### config.mk
export PLATFORM = sky130hd
export DESIGN_NAME = calib_prescaler
export DESIGN_NICKNAME = d
export VERILOG_FILES = /design/src/rtl/calib_pkg.sv /design/src/rtl/calib_divider.sv /design/src/rtl/calib_timebase.sv /design/src/rtl/calib_policy.sv /design/src/rtl/calib_prescaler.sv
export SDC_FILE = /design/constraint.sdc
export NUM_CORES = 1
export LEC_CHECK = 0
export CAP_MARGIN = 20
export CORE_UTILIZATION = 44
export CTS_CLUSTER_SIZE = 24
export DETAILED_ROUTE_END_ITERATION = 8
export PLACE_DENSITY = 0.77
export SETUP_SLACK_MARGIN = 0.3
export SLEW_MARGIN = 40
export SYNTH_ARGS = -nofsm -noshare
export SYNTH_HDL_FRONTEND = slang
export SYNTH_HIERARCHICAL = 1
export SYNTH_SLANG_ARGS = --single-unit
### constraint.sdc
create_clock -name clk -period 3.3 [get_ports clk]
set_input_delay 0.66 -clock clk [delete_from_list [all_inputs] [get_ports clk]]
set_output_delay 0.66 -clock clk [all_outputs]
set_load 0.01 [all_outputs]
### src/rtl/calib_pkg.sv
package calib_pkg;

  typedef enum logic {
    TRIM_SLOW = 1'b0,
    TRIM_FAST = 1'b1
  } trim_dir_e;

  // Minute selected for correction when it lies below twice the magnitude.
  function automatic logic minute_in_window(input int mag, input int minute);
    return (mag != 0) && (minute < 2 * mag);
  endfunction

  // Enabled input cycles in one second for the given trim outcome.
  function automatic int second_length(input int lo_bits, input int hi_bits,
                                       input logic corrected, input logic fast);
    int nom;
    nom = 1 << (lo_bits + hi_bits);
    if (!corrected) return nom;
    if (fast) return nom - (1 << lo_bits);
    return nom + (1 << (lo_bits - 1));
  endfunction

endpackage

### src/rtl/calib_divider.sv
module calib_divider #(
  parameter int LO_BITS = 8,
  parameter int HI_BITS = 7
) (
  input  logic clk,
  input  logic rst_n,
  input  logic tick_en,
  input  logic shorten_req,
  input  logic stretch_req,
  output logic sec_tick
);
  localparam logic [LO_BITS-1:0] LO_TOP  = '1;
  localparam logic [LO_BITS-1:0] LO_HALF = LO_BITS'((1 << (LO_BITS - 1)) - 1);
  localparam logic [HI_BITS-1:0] HI_TOP  = '1;
  localparam logic [HI_BITS-1:0] HI_EARLY = HI_TOP - HI_BITS'(1);

  logic [LO_BITS-1:0] lo_cnt;
  logic [HI_BITS-1:0] hi_cnt;
  logic               stretch;
  logic [LO_BITS-1:0] lo_last;
  logic [HI_BITS-1:0] hi_last;
  logic               lo_wrap;
  logic               hi_done;
  logic               stretch_end;

  always_comb begin
    lo_last     = stretch ? LO_HALF : LO_TOP;
    hi_last     = shorten_req ? HI_EARLY : HI_TOP;
    lo_wrap     = tick_en && (lo_cnt == lo_last);
    hi_done     = lo_wrap && !stretch && (hi_cnt == hi_last);
    stretch_end = lo_wrap && stretch;
    sec_tick    = (hi_done && !stretch_req) || stretch_end;
  end

  // Low stage: the divide-by-2^LO_BITS stage, shortened to half length while stretching.
  always_ff @(posedge clk or negedge rst_n) begin
    if (!rst_n) begin
      lo_cnt <= '0;
    end else if (tick_en) begin
      if (lo_wrap) lo_cnt <= '0;
      else         lo_cnt <= lo_cnt + LO_BITS'(1);
    end
  end

  // High stage: counts low-stage wraps, ends one wrap early for a fast trim.
  always_ff @(posedge clk or negedge rst_n) begin
    if (!rst_n) begin
      hi_cnt <= '0;
    end else if (lo_wrap && !stretch) begin
      if (hi_done) hi_cnt <= '0;
      else         hi_cnt <= hi_cnt + HI_BITS'(1);
    end
  end

  // Stretch phase: one extra half low-stage period appended for a slow trim.
  always_ff @(posedge clk or negedge rst_n) begin
    if (!rst_n) begin
      stretch <= 1'b0;
    end else if (hi_done && stretch_req) begin
      stretch <= 1'b1;
    end else if (stretch_end) begin
      stretch <= 1'b0;
    end
  end

  AST_DIV_HOLD: assert property (@(posedge clk) disable iff (!rst_n)
    !tick_en |=> $stable(lo_cnt) && $stable(hi_cnt) && $stable(stretch));

  AST_STRETCH_SLOW_ONLY: assert property (@(posedge clk) disable iff (!rst_n)
    stretch |-> stretch_req);

endmodule

### src/rtl/calib_timebase.sv
module calib_timebase #(
  parameter int SEC_PER_MIN = 60,
  parameter int MIN_PER_CYC = 64,
  parameter int SEC_W = $clog2(SEC_PER_MIN),
  parameter int MIN_W = $clog2(MIN_PER_CYC)
) (
  input  logic             clk,
  input  logic             rst_n,
  input  logic             sec_tick,
  output logic [SEC_W-1:0] sec_pos,
  output logic [MIN_W-1:0] min_pos,
  output logic             min_tick,
  output logic             cyc_tick
);
  localparam logic [SEC_W-1:0] SEC_LAST = SEC_W'(SEC_PER_MIN - 1);
  localparam logic [MIN_W-1:0] MIN_LAST = MIN_W'(MIN_PER_CYC - 1);

  always_comb begin
    min_tick = sec_tick && (sec_pos == SEC_LAST);
    cyc_tick = min_tick && (min_pos == MIN_LAST);
  end

  always_ff @(posedge clk or negedge rst_n) begin
    if (!rst_n) begin
      sec_pos <= '0;
    end else if (sec_tick) begin
      if (min_tick) sec_pos <= '0;
      else          sec_pos <= sec_pos + SEC_W'(1);
    end
  end

  always_ff @(posedge clk or negedge rst_n) begin
    if (!rst_n) begin
      min_pos <= '0;
    end else if (min_tick) begin
      if (cyc_tick) min_pos <= '0;
      else          min_pos <= min_pos + MIN_W'(1);
    end
  end

  AST_POS_HOLD: assert property (@(posedge clk) disable iff (!rst_n)
    !sec_tick |=> $stable(sec_pos) && $stable(min_pos));

  AST_SEC_WRAP: assert property (@(posedge clk) disable iff (!rst_n)
    (sec_tick && sec_pos == SEC_LAST) |=> (sec_pos == '0));

  AST_MIN_STEP: assert property (@(posedge clk) disable iff (!rst_n)
    (min_tick && min_pos != MIN_LAST) |=> (min_pos == $past(min_pos) + MIN_W'(1)));

endmodule

### src/rtl/calib_policy.sv
module calib_policy #(
  parameter int CAL_BITS    = 5,
  parameter int MIN_PER_CYC = 64,
  parameter int SEC_W = 6,
  parameter int MIN_W = 6
) (
  input  logic                clk,
  input  logic                rst_n,
  input  logic [CAL_BITS-1:0] cal_mag,
  input  logic                cal_fast,
  input  logic                cyc_tick,
  input  logic [SEC_W-1:0]    sec_pos,
  input  logic [MIN_W-1:0]    min_pos,
  output logic                corr_now,
  output logic                shorten_req,
  output logic                stretch_req
);
  import calib_pkg::*;

  logic [CAL_BITS-1:0] act_mag;
  trim_dir_e           act_dir;
  logic                in_window;

  // Trim in force is replaced only at the cycle boundary.
  always_ff @(posedge clk or negedge rst_n) begin
    if (!rst_n) begin
      act_mag <= '0;
      act_dir <= TRIM_SLOW;
    end else if (cyc_tick) begin
      act_mag <= cal_mag;
      act_dir <= cal_fast ? TRIM_FAST : TRIM_SLOW;
    end
  end

  always_comb begin
    in_window   = minute_in_window(int'(act_mag), int'(min_pos));
    corr_now    = in_window && (sec_pos == '0);
    shorten_req = corr_now && (act_dir == TRIM_FAST);
    stretch_req = corr_now && (act_dir == TRIM_SLOW);
  end

  AST_TRIM_HELD: assert property (@(posedge clk) disable iff (!rst_n)
    !cyc_tick |=> $stable(act_mag) && $stable(act_dir));

  AST_LAST_MINUTES_CLEAN: assert property (@(posedge clk) disable iff (!rst_n)
    corr_now |-> (int'(min_pos) <= MIN_PER_CYC - 3) && (sec_pos == '0));

endmodule

### src/rtl/calib_prescaler.sv
module calib_prescaler #(
  parameter int LO_BITS     = 8,
  parameter int HI_BITS     = 7,
  parameter int SEC_PER_MIN = 60,
  parameter int MIN_PER_CYC = 64,
  parameter int CAL_BITS    = 5,
  localparam int SEC_W = $clog2(SEC_PER_MIN),
  localparam int MIN_W = $clog2(MIN_PER_CYC)
) (
  input  logic                clk,
  input  logic                rst_n,
  input  logic                tick_en,
  input  logic [CAL_BITS-1:0] cal_mag,
  input  logic                cal_fast,
  output logic                sec_tick,
  output logic                min_tick,
  output logic                cyc_tick,
  output logic [SEC_W-1:0]    sec_pos,
  output logic [MIN_W-1:0]    min_pos,
  output logic                corr_now
);
  logic shorten_req;
  logic stretch_req;

  calib_divider #(
    .LO_BITS(LO_BITS),
    .HI_BITS(HI_BITS)
  ) u_divider (
    .clk        (clk),
    .rst_n      (rst_n),
    .tick_en    (tick_en),
    .shorten_req(shorten_req),
    .stretch_req(stretch_req),
    .sec_tick   (sec_tick)
  );

  calib_timebase #(
    .SEC_PER_MIN(SEC_PER_MIN),
    .MIN_PER_CYC(MIN_PER_CYC),
    .SEC_W      (SEC_W),
    .MIN_W      (MIN_W)
  ) u_timebase (
    .clk     (clk),
    .rst_n   (rst_n),
    .sec_tick(sec_tick),
    .sec_pos (sec_pos),
    .min_pos (min_pos),
    .min_tick(min_tick),
    .cyc_tick(cyc_tick)
  );

  calib_policy #(
    .CAL_BITS   (CAL_BITS),
    .MIN_PER_CYC(MIN_PER_CYC),
    .SEC_W      (SEC_W),
    .MIN_W      (MIN_W)
  ) u_policy (
    .clk        (clk),
    .rst_n      (rst_n),
    .cal_mag    (cal_mag),
    .cal_fast   (cal_fast),
    .cyc_tick   (cyc_tick),
    .sec_pos    (sec_pos),
    .min_pos    (min_pos),
    .corr_now   (corr_now),
    .shorten_req(shorten_req),
    .stretch_req(stretch_req)
  );

  AST_TICK_NEEDS_EN: assert property (@(posedge clk) disable iff (!rst_n)
    sec_tick |-> tick_en);

  AST_ONE_TRIM_DIR: assert property (@(posedge clk) disable iff (!rst_n)
    !(shorten_req && stretch_req));

endmodule

==> out/metrics.csv, run 1 <==
metric,value,unit
synth_cell_types,47,
cts.clk_slew.worst_paths,0.07,ns
holdPathStages,1,
power.switching,259.6,uW
start_util,0.4627,
p_leak,1.419,nW
holdBufCountCts,0,
dieArea,0.004501,mm2
endpoint_kind,output port,
crit_start,u_policy/act_mag[4]$_DFFE_PN0P_,
start_kind,flip-flop,
ys_seq_area_frac,0.4564,
power_density,340.8,mW/mm2
ys_warn_count,6,
arrival,3.22,ns
clock-skew-final,0.008725,ns
hold_path_end,u_divider/lo_cnt[4]$_DFFE_PN0P_,
io_pins,25,
crit_chain,inv_2 > buf_6 > ha_4 > or4_4 > a21oi_2 > nand3_2 > nor3b_2 > xnor2_1 > nor4_2 > o21a_1 > nand4b_4 > buf_6 > buf_6 > buf_12 > nor2_4 > buf_6,
remaining_drc_errors,0,
critPathKind,flip-flop to output port,
worst_path_largest_cell_delay,0.44,ns
r2r-start,u_policy/act_mag[4]$_DFFE_PN0P_,
status,"complete, but fails checks",
fin_ws,-0.5801,ns
finalWirelength,5.762,mm
cts_buffer_depth,2,
via_count,1793,
failed_checks,negative setup slack,
n_fill_cell,255,
cpMostUsedCell,buf_6,
num_rows,23,
gp_congestion,0.8347,
cap_violations,0,
total_power,998.2,uW
root_buffer,clkbuf_8,
syn_area_per_cell,10.84,um2
finalCriticalPeriod,3.880,ns
grtUsageTotal,0.2459,
die-width,67.09,um
gr-total-overflow,0,
cts_buffers,5,
netlist_instances,172,
vias_per_cell,5.656,
syn_to_final_growth,57.11,%
slew_viol_final,0,
antenna_cells,0,
slowest_stage,or4_4,
io_buffers,24,
yosys.area.top_type,dfrtp_1,
max_slew_margin,0.5689,
r2r_cells,30,
htree_num_levels,2,
die_h,67.09,um
core-area,0.004029,mm2
drt_iter0_markers,159,
max_freq,257.7,MHz
intPower,738.6,uW
grt_start_max_net_pins,35,
yosysTopAreaCellShare,0.4564,
cts_tree,done,
min_from,u_divider/lo_cnt[4]$_DFFE_PN0P_,
rsz0062_at_grt,yes,
nNetsFinal,283,
clock_latency,0.29,ns
setup_viol,12,
drt_pass1_iterations,4,
tightest_slew,0.6408,ns
hold_viol,0,
pwr-share-seq,0.508,
grt_pass1_vias,1663,
finish.instance_area,0.002929,mm2
layout-drive-gt1-share,0.4157,
path_max_fanout,4,
critPathTopFamily,simple AND/OR/NAND/NOR gates,
regToRegEndpoint,u_policy/act_mag[4]$_DFFE_PN0P_,
place_area,0.002316,mm2
worstPathRequired,2.64,ns
antenna_found_initial,0,
antenna_left,0,
min_path_type,flip-flop to flip-flop,
place_hpwl,2.787,mm
synth.area.top_cells,"dfrtp_1 46%, ha_1 5.4%, xnor2_1 3.8%",
pwr-share-clk,0.359,
wl_per_cell,18.18,um
grt_pass1_wl,8.038,mm
period_share,1.176,
ys_seq_elements,34,
netlist_area,0.001864,mm2
critical_path_buf_inv_count,6,
synth_fp_nets,189,
cts.sinks,34,
irDropWorstVdd,0.2907,mV
reg2reg_slack,-0.57,ns
p_sw_frac,0.2601,
combPwrFrac,0.133,
==> per-stage QoR <==
| step | setup slack [ns] | TNS [ns] | hold WS, ns | util | std cells |
|---|---|---|---|---|---|
| 6_report | -0.5801 | -2.461 | 0.5288 | 0.7270 | 317 |
| 5_1_grt | -0.7304 | -4.552 | 0.5551 | 0.7270 | 317 |
| 4_1_cts | -0.4118 | -1.321 | 0.5305 | 0.6894 | 308 |
| 3_5_place_dp | -0.4318 | -0.8430 | 0.5219 | 0.5748 | 263 |
| 3_3_place_gp | -0.2644 | -0.4658 | 0.5073 | 0.5748 | 263 |
| 2_1_floorplan | 0.05851 | 0 | 0.3644 | - | 172 |
==> cell usage in the layout, fill, tap and decap left out, types with 2 or more instances in the layout <==
cell type / n
a21o_1: 3
a21oi_1: 3
a21oi_2: 2
a22o_1: 2
and3_1: 3
buf_12: 2
buf_4: 41
buf_6: 25
clkbuf_8: 8
clkdlybuf4s50_1: 20
dfrtp_1: 34
ha_1: 7
inv_1: 7
mux2_2: 5
mux2_4: 3
mux2i_1: 2
nand2_1: 14
nand3_1: 7
nand4_1: 5
nor2_1: 9
nor2_4: 2
nor3_1: 2
nor3_4: 2
nor3b_2: 4
nor4_1: 2
nor4_4: 2
o21ai_0: 7
o21ai_1: 5
or4_4: 2
xnor2_1: 8
xor2_1: 4
==> area by class of cell <==
class / count / area, um2 / share of cell area
tap: 50 / 62.56 / 0.02136
timing repair buffer: 90 / 839.6 / 0.2866
sequential: 34 / 850.8 / 0.2905
clock buffer: 8 / 110.1 / 0.03759
multi-input combinational: 127 / 1036 / 0.3537
inverter: 8 / 30.03 / 0.01025
==> power groups by stage <==
stage / Clock, mW / Sequential (mW) / Combinational, mW
after floorplan: 0 / 0.504 / 0.0833
after global placement: 0 / 0.512 / 0.116
after detailed placement: 0 / 0.513 / 0.121
after CTS: 0.361 / 0.505 / 0.126
after global routing: 0.389 / 0.514 / 0.150
final: 0.358 / 0.507 / 0.133
==> cells in the mapped netlist (all sizes together) <==
cell type  instances
a2111oi            1
a21o               3
a21oi              5
a22o               2
a2bb2oi            1
a31oi              1
and2               1
and3               3
and4b              1
buf                2
clkbuf             1
dfrtp             34
ha                 8
inv                8
mux2               8
mux2i              2
nand2             15
nand2b             1
nand3              8
nand4              6
nand4b             1
nor2              11
nor3               5
nor3b              5
nor4               5
o2111ai            1
o211ai             1
o21a               1
o21ai             13
o31a               1
o31ai              1
or3                1
or4                3
xnor2              8
xor2               4
==> flip-flops by register name (all words and copies together), names as in the netlist <==
register,cells
u_policy/act_mag,5
u_timebase/sec_pos,6
u_divider/stretch,1
u_divider/lo_cnt,8
u_timebase/min_pos,6
u_divider/hi_cnt,7
u_policy/act_dir,1
==> how the worst max path moves through the flow <==
stage / endpoint / slack [ns] / cells past startpoint
after global placement: cyc_tick / -0.26 / 12
after floorplan: cyc_tick / 0.06 / 11
final: min_tick / -0.58 / 16
after detailed placement: cyc_tick / -0.43 / 12
after global routing: min_tick / -0.73 / 16
after CTS: cyc_tick / -0.41 / 13
==> what timing repair did <==
action | in CTS | in global routing
resized for setup | 25 | 28
pin swaps | 11 | 14
endpoints found under the setup margin | 8 | 18
cloned | 0 | 0
buffers inserted | 37 | 9
==> kinds of logic after synthesis <==
family	count (synthesis)	share of synthesized area
AOI/OAI and AO/OA	31	0.1067
xor gates and xnor gates	12	0.05638
adders and majority gates	8	0.05369
buffers and inverters	11	0.03020
DFF	34	0.4564
muxes	10	0.06107
and+or+nand+nor	66	0.2356
==> routing by layer <==
layer | vias up | routed length [um] | track usage
li1 | 821 | - | -
met1 | 887 | 2358 | 0.3084
met2 | 75 | 2993 | 0.4100
met3 | 10 | 278 | 0.04966
met4 | 0 | 131 | 0.09309
met5 | - | 0 | 0
Power figures use the tool's default switching activity.
==> run 2, diff against run 1 <==
--- a/config.mk
+++ b/config.mk
@@ -5,7 +5,7 @@
 export SDC_FILE = /design/constraint.sdc
 export NUM_CORES = 1
 export LEC_CHECK = 0
-export CAP_MARGIN = 20
+export CAP_MARGIN = 30
 export CORE_UTILIZATION = 44
 export CTS_CLUSTER_SIZE = 24
 export DETAILED_ROUTE_END_ITERATION = 8
==> results of run 2 <==
Same layout as run 1: the final DEF is identical, and so are final timing and power.
